$ cat config.mk
export PLATFORM = sky130hd
export DESIGN_NAME = sbr_router
export DESIGN_NICKNAME = d
export VERILOG_FILES = /design/src/rtl/sbr_pkg.sv /design/src/rtl/sbr_chan_sel.sv /design/src/rtl/sbr_sync_delay.sv /design/src/rtl/sbr_router.sv
export SDC_FILE = /design/constraint.sdc
export NUM_CORES = 1
export LEC_CHECK = 0
export BUFFER_PORTS_ARGS = -buffer_cell sky130_fd_sc_hd__buf_2
export CELL_PAD_IN_SITES_DETAIL_PLACEMENT = 1
export CELL_PAD_IN_SITES_GLOBAL_PLACEMENT = 1
export CORE_AREA = 2 2 39 41
export DETAILED_ROUTE_END_ITERATION = 12
export DIE_AREA = 0 0 41 43
export GPL_ROUTABILITY_DRIVEN = 0
export GPL_TIMING_DRIVEN = 0
export PLACE_DENSITY = 0.59
export REMOVE_ABC_BUFFERS = 1
export SKIP_LAST_GASP = 1
export SLEW_MARGIN = 5
export SYNTH_ARGS = -nofsm -noshare
export SYNTH_HDL_FRONTEND = slang
export SYNTH_SLANG_ARGS = --single-unit
export TNS_END_PERCENT = 50
$ cat constraint.sdc
create_clock -name clk -period 1.8 [get_ports clk]
set_input_delay 0.18 -clock clk [delete_from_list [all_inputs] [get_ports clk]]
set_output_delay 0.18 -clock clk [all_outputs]
set_load 0.01 [all_outputs]
$ cat src/rtl/sbr_pkg.sv
package sbr_pkg;

  localparam int NUM_CH = 3;

  typedef enum logic [1:0] {
    LVL_VIDEO = 2'b00,
    LVL_BLANK = 2'b01,
    LVL_SYNC  = 2'b10,
    LVL_TRI   = 2'b11
  } lvl_e;

endpackage

$ cat src/rtl/sbr_chan_sel.sv
module sbr_chan_sel
  import sbr_pkg::*;
(
  input  logic       clk,
  input  logic       rst,
  input  logic       sync_en,
  input  logic       tri_en,
  input  logic       sync_n,
  input  logic       trisync_n,
  input  logic       blank_n,
  output logic [1:0] lvl_o
);

  lvl_e lvl_d;
  lvl_e lvl_q;

  // Priority order: sync, then tri-sync, then blank, then video.
  always_comb begin
    if (sync_en && !sync_n)
      lvl_d = LVL_SYNC;
    else if (sync_en && tri_en && !trisync_n)
      lvl_d = LVL_TRI;
    else if (!blank_n)
      lvl_d = LVL_BLANK;
    else
      lvl_d = LVL_VIDEO;
  end

  always_ff @(posedge clk) begin
    if (rst)
      lvl_q <= LVL_BLANK;
    else
      lvl_q <= lvl_d;
  end

  assign lvl_o = lvl_q;

endmodule

$ cat src/rtl/sbr_sync_delay.sv
module sbr_sync_delay #(
  parameter int DEPTH = 4
) (
  input  logic clk,
  input  logic rst,
  input  logic din,
  output logic dout
);

  logic [DEPTH-1:0] sr_q;

  generate
    if (DEPTH == 1) begin : g_single
      always_ff @(posedge clk) begin
        if (rst)
          sr_q <= '1;
        else
          sr_q <= din;
      end
    end else begin : g_chain
      always_ff @(posedge clk) begin
        if (rst)
          sr_q <= '1;
        else
          sr_q <= {sr_q[DEPTH-2:0], din};
      end
    end
  endgenerate

  assign dout = sr_q[DEPTH-1];

endmodule

$ cat src/rtl/sbr_router.sv
module sbr_router
  import sbr_pkg::*;
#(
  parameter int PIPE_DEPTH = 4
) (
  input  logic       clk,
  input  logic       rst,
  input  logic       cfg_sync_en_r,
  input  logic       cfg_sync_en_g,
  input  logic       cfg_sync_en_b,
  input  logic       cfg_trisync_en,
  input  logic       sync_n,
  input  logic       trisync_n,
  input  logic       blank_n,
  output logic [1:0] lvl_r,
  output logic [1:0] lvl_g,
  output logic [1:0] lvl_b,
  output logic       sync_out_n
);

  logic [NUM_CH-1:0] en_vec;
  logic [1:0]        lvl_vec [NUM_CH];

  // Channel index 0 red, 1 green, 2 blue.
  assign en_vec = {cfg_sync_en_b, cfg_sync_en_g, cfg_sync_en_r};

  generate
    for (genvar ch = 0; ch < NUM_CH; ch++) begin : g_ch
      sbr_chan_sel u_sel (
        .clk       (clk),
        .rst       (rst),
        .sync_en   (en_vec[ch]),
        .tri_en    (cfg_trisync_en),
        .sync_n    (sync_n),
        .trisync_n (trisync_n),
        .blank_n   (blank_n),
        .lvl_o     (lvl_vec[ch])
      );
    end
  endgenerate

  assign lvl_r = lvl_vec[0];
  assign lvl_g = lvl_vec[1];
  assign lvl_b = lvl_vec[2];

  sbr_sync_delay #(.DEPTH(PIPE_DEPTH)) u_dly (
    .clk  (clk),
    .rst  (rst),
    .din  (sync_n),
    .dout (sync_out_n)
  );

endmodule

==> results.cfg <==
[floorplan]
core_area_sq_um = 1384
start_util = 0.2360
row_count = 14
die_h_um = 43
dieArea_sq_um = 1763
die_w_um = 41
ios = 16

[sta]
period_needed_ns = 0.8815
skew_ns = 0.00005215
rsz0062_at_grt = false
hold_viol_final = 0
fin_setup_tns_ns = 0
worst_pin_slew_ns = 0.1464
slew_headroom = 0.8996
slew_viol_final = 0
setup_viol = 0
fin_crit_sh = 0.4897
holdWs_ns = 0.1429
fmax_mhz = 1134

[pwr]
pwr-share-comb = 0.099
power.switching_mw = 0.1022
p_per_area_nw_per_um2 = 1052
p_seq_frac = 0.488
leakage_nw = 0.2299
p_int_mw = 0.3797
power.total_mw = 0.4819
ir_drop_mv = 0.3336
clkPwrFrac = 0.413
p_sw_frac = 0.2121

[clock_tree]
cts_resized = 0
insertion_delay_ns = 0.26
h-tree-depth = 1
post_cts_buffers = 0
cts_tree = done
clockBufferDepth = 2
cts_sinks = 10
cts.clk_slew.worst_paths_ns = 0.07
cts_root_buf = clkbuf_4
cts_buffers = 3
cts_hold_buf = 0

[worst_hold_path]
hold_path_class = in2reg

[logic_synthesis]
synth_cells = 27
ys_ff_latch = 10
ys_types = 10
avgSynthCellArea_sq_um = 12.09
synthesis.area_sq_um = 326.6
yosysSeqAreaShare = 0.6130
ys_warn_count = 0

[critical_path]
path_buf_inv = 1
endpoint_kind = output port
crit_slowest_cell = dfxtp_1
max_stage_delay_ns = 0.31
cp_top_family = flip-flops
cp.required_ns = 1.62
cp.arrival_ns = 0.70
crit_chain = buf_2
path_max_fanout = 1
crit_path_start_kind = flop
path_class = reg2out

[global_routing]
antenna_found_initial = 0
grt_pass1_wl_um = 986
grt_pass1_vias = 243
grt_max_degree = 9
track_usage = 0.08862
grt.overflow.total = 0

[route]
routedWlPerCell_um = 10.24
final_antenna_net_count = 0
drtIter0Drc = 1
vias = 246
drt-pass1-iter-count = 2
drcViolationCount = 0
wl_um = 635
via_per_inst = 3.968

[place]
hpwl_um = 524.3
place_area_sq_um = 421.7
port_buffers = 15

[layout]
drive_above_1_share = 0.4783
fillers = 175
syn_to_final_growth_pct = 40.23
post-route-util = 0.3309
fin_area_sq_um = 457.9
antenna_cells = 0
fin_nets = 56

[status]
status = complete, no violations

[run]
maxCapViolCount = 0
==> cell type report <==
class | instances | area [sq um] | share of cell area
flip-flops and latches | 10 | 200.2 | 0.4372
repair buffers | 15 | 75.07 | 0.1639
clock buffers | 4 | 36.28 | 0.07924
inverters | 1 | 3.754 | 0.008197
multi-input cells | 16 | 122.6 | 0.2678
well taps | 16 | 20.02 | 0.04372
==> power by group through the flow <==
stage,clock (mW),combinational (mW),sequential (mW)
final,0.199,0.0477,0.235
after global routing,0.213,0.0531,0.236
after CTS,0.206,0.0488,0.235
after detailed placement,0,0.0485,0.240
after global placement,0,0.0465,0.240
after floorplan,0,0.0177,0.245
==> metal layers <==
layer  global-route usage  wire, um  vias up
li1                     -         -      124
met1              0.08442       232      112
met4              0.08000         5        0
met3              0.03665        53        2
met5                    0         0        -
met2               0.1344       344        8
==> sequential cells by signal, indices dropped and copies added, names as in the netlist <==
| name | count |
|---|---|
| g_ch.u_sel.lvl_o | 6 |
| u_dly.sr_q | 4 |
==> cells by family after synthesis <==
group           Yosys count  synth area share
compound gates            4           0.09579
buf+inv                   1           0.01148
flops                    10            0.6130
mux                       3           0.09196
simple gates              9            0.1877
==> Yosys cell counts, drive strengths merged <==
cell | n | area [sq um]
mux2i | 3 | 30.03
nand2 | 1 | 3.750
a21o | 3 | 22.52
a21oi | 1 | 8.760
inv | 1 | 3.750
dfxtp | 10 | 200.2
nand2b | 1 | 13.76
or2 | 4 | 25.03
and2 | 3 | 18.77
==> stage by stage <==
stage	instances	setup WS [ns]
4_1_cts	62	0.9084
3_5_place_dp	58	1.027
3_3_place_gp	58	1.059
6_report	62	0.9185
5_1_grt	62	0.8934
2_1_floorplan	27	1.186
==> worst paths after layout <==
path	from	endpoint	slack (ns)	depth (start not counted)
max	g_ch[2].u_sel.lvl_o[0]$_SDFF_PP1_	lvl_b[0]	0.92	1
min	cfg_sync_en_g	g_ch[1].u_sel.lvl_o[1]$_SDFF_PP0_	0.14	2
max reg2reg	u_dly.sr_q[0]$_SDFF_PP1_	u_dly.sr_q[1]$_SDFF_PP1_	1.21	1
min reg2reg	u_dly.sr_q[1]$_SDFF_PP1_	u_dly.sr_q[2]$_SDFF_PP1_	0.41	1
==> cell usage in the layout, fill, tap and decap left out <==
cell type / instances
buf_2: 15
dfxtp_1: 10
and2_1: 3
or2_1: 3
mux2i_1: 3
a21o_1: 3
clkbuf_4: 3
nand2b_4: 1
a21oi_2: 1
or2_2: 1
nand2_1: 1
inv_1: 1
clkbuf_8: 1
Note: power is estimated with default switching activity, not from simulation.
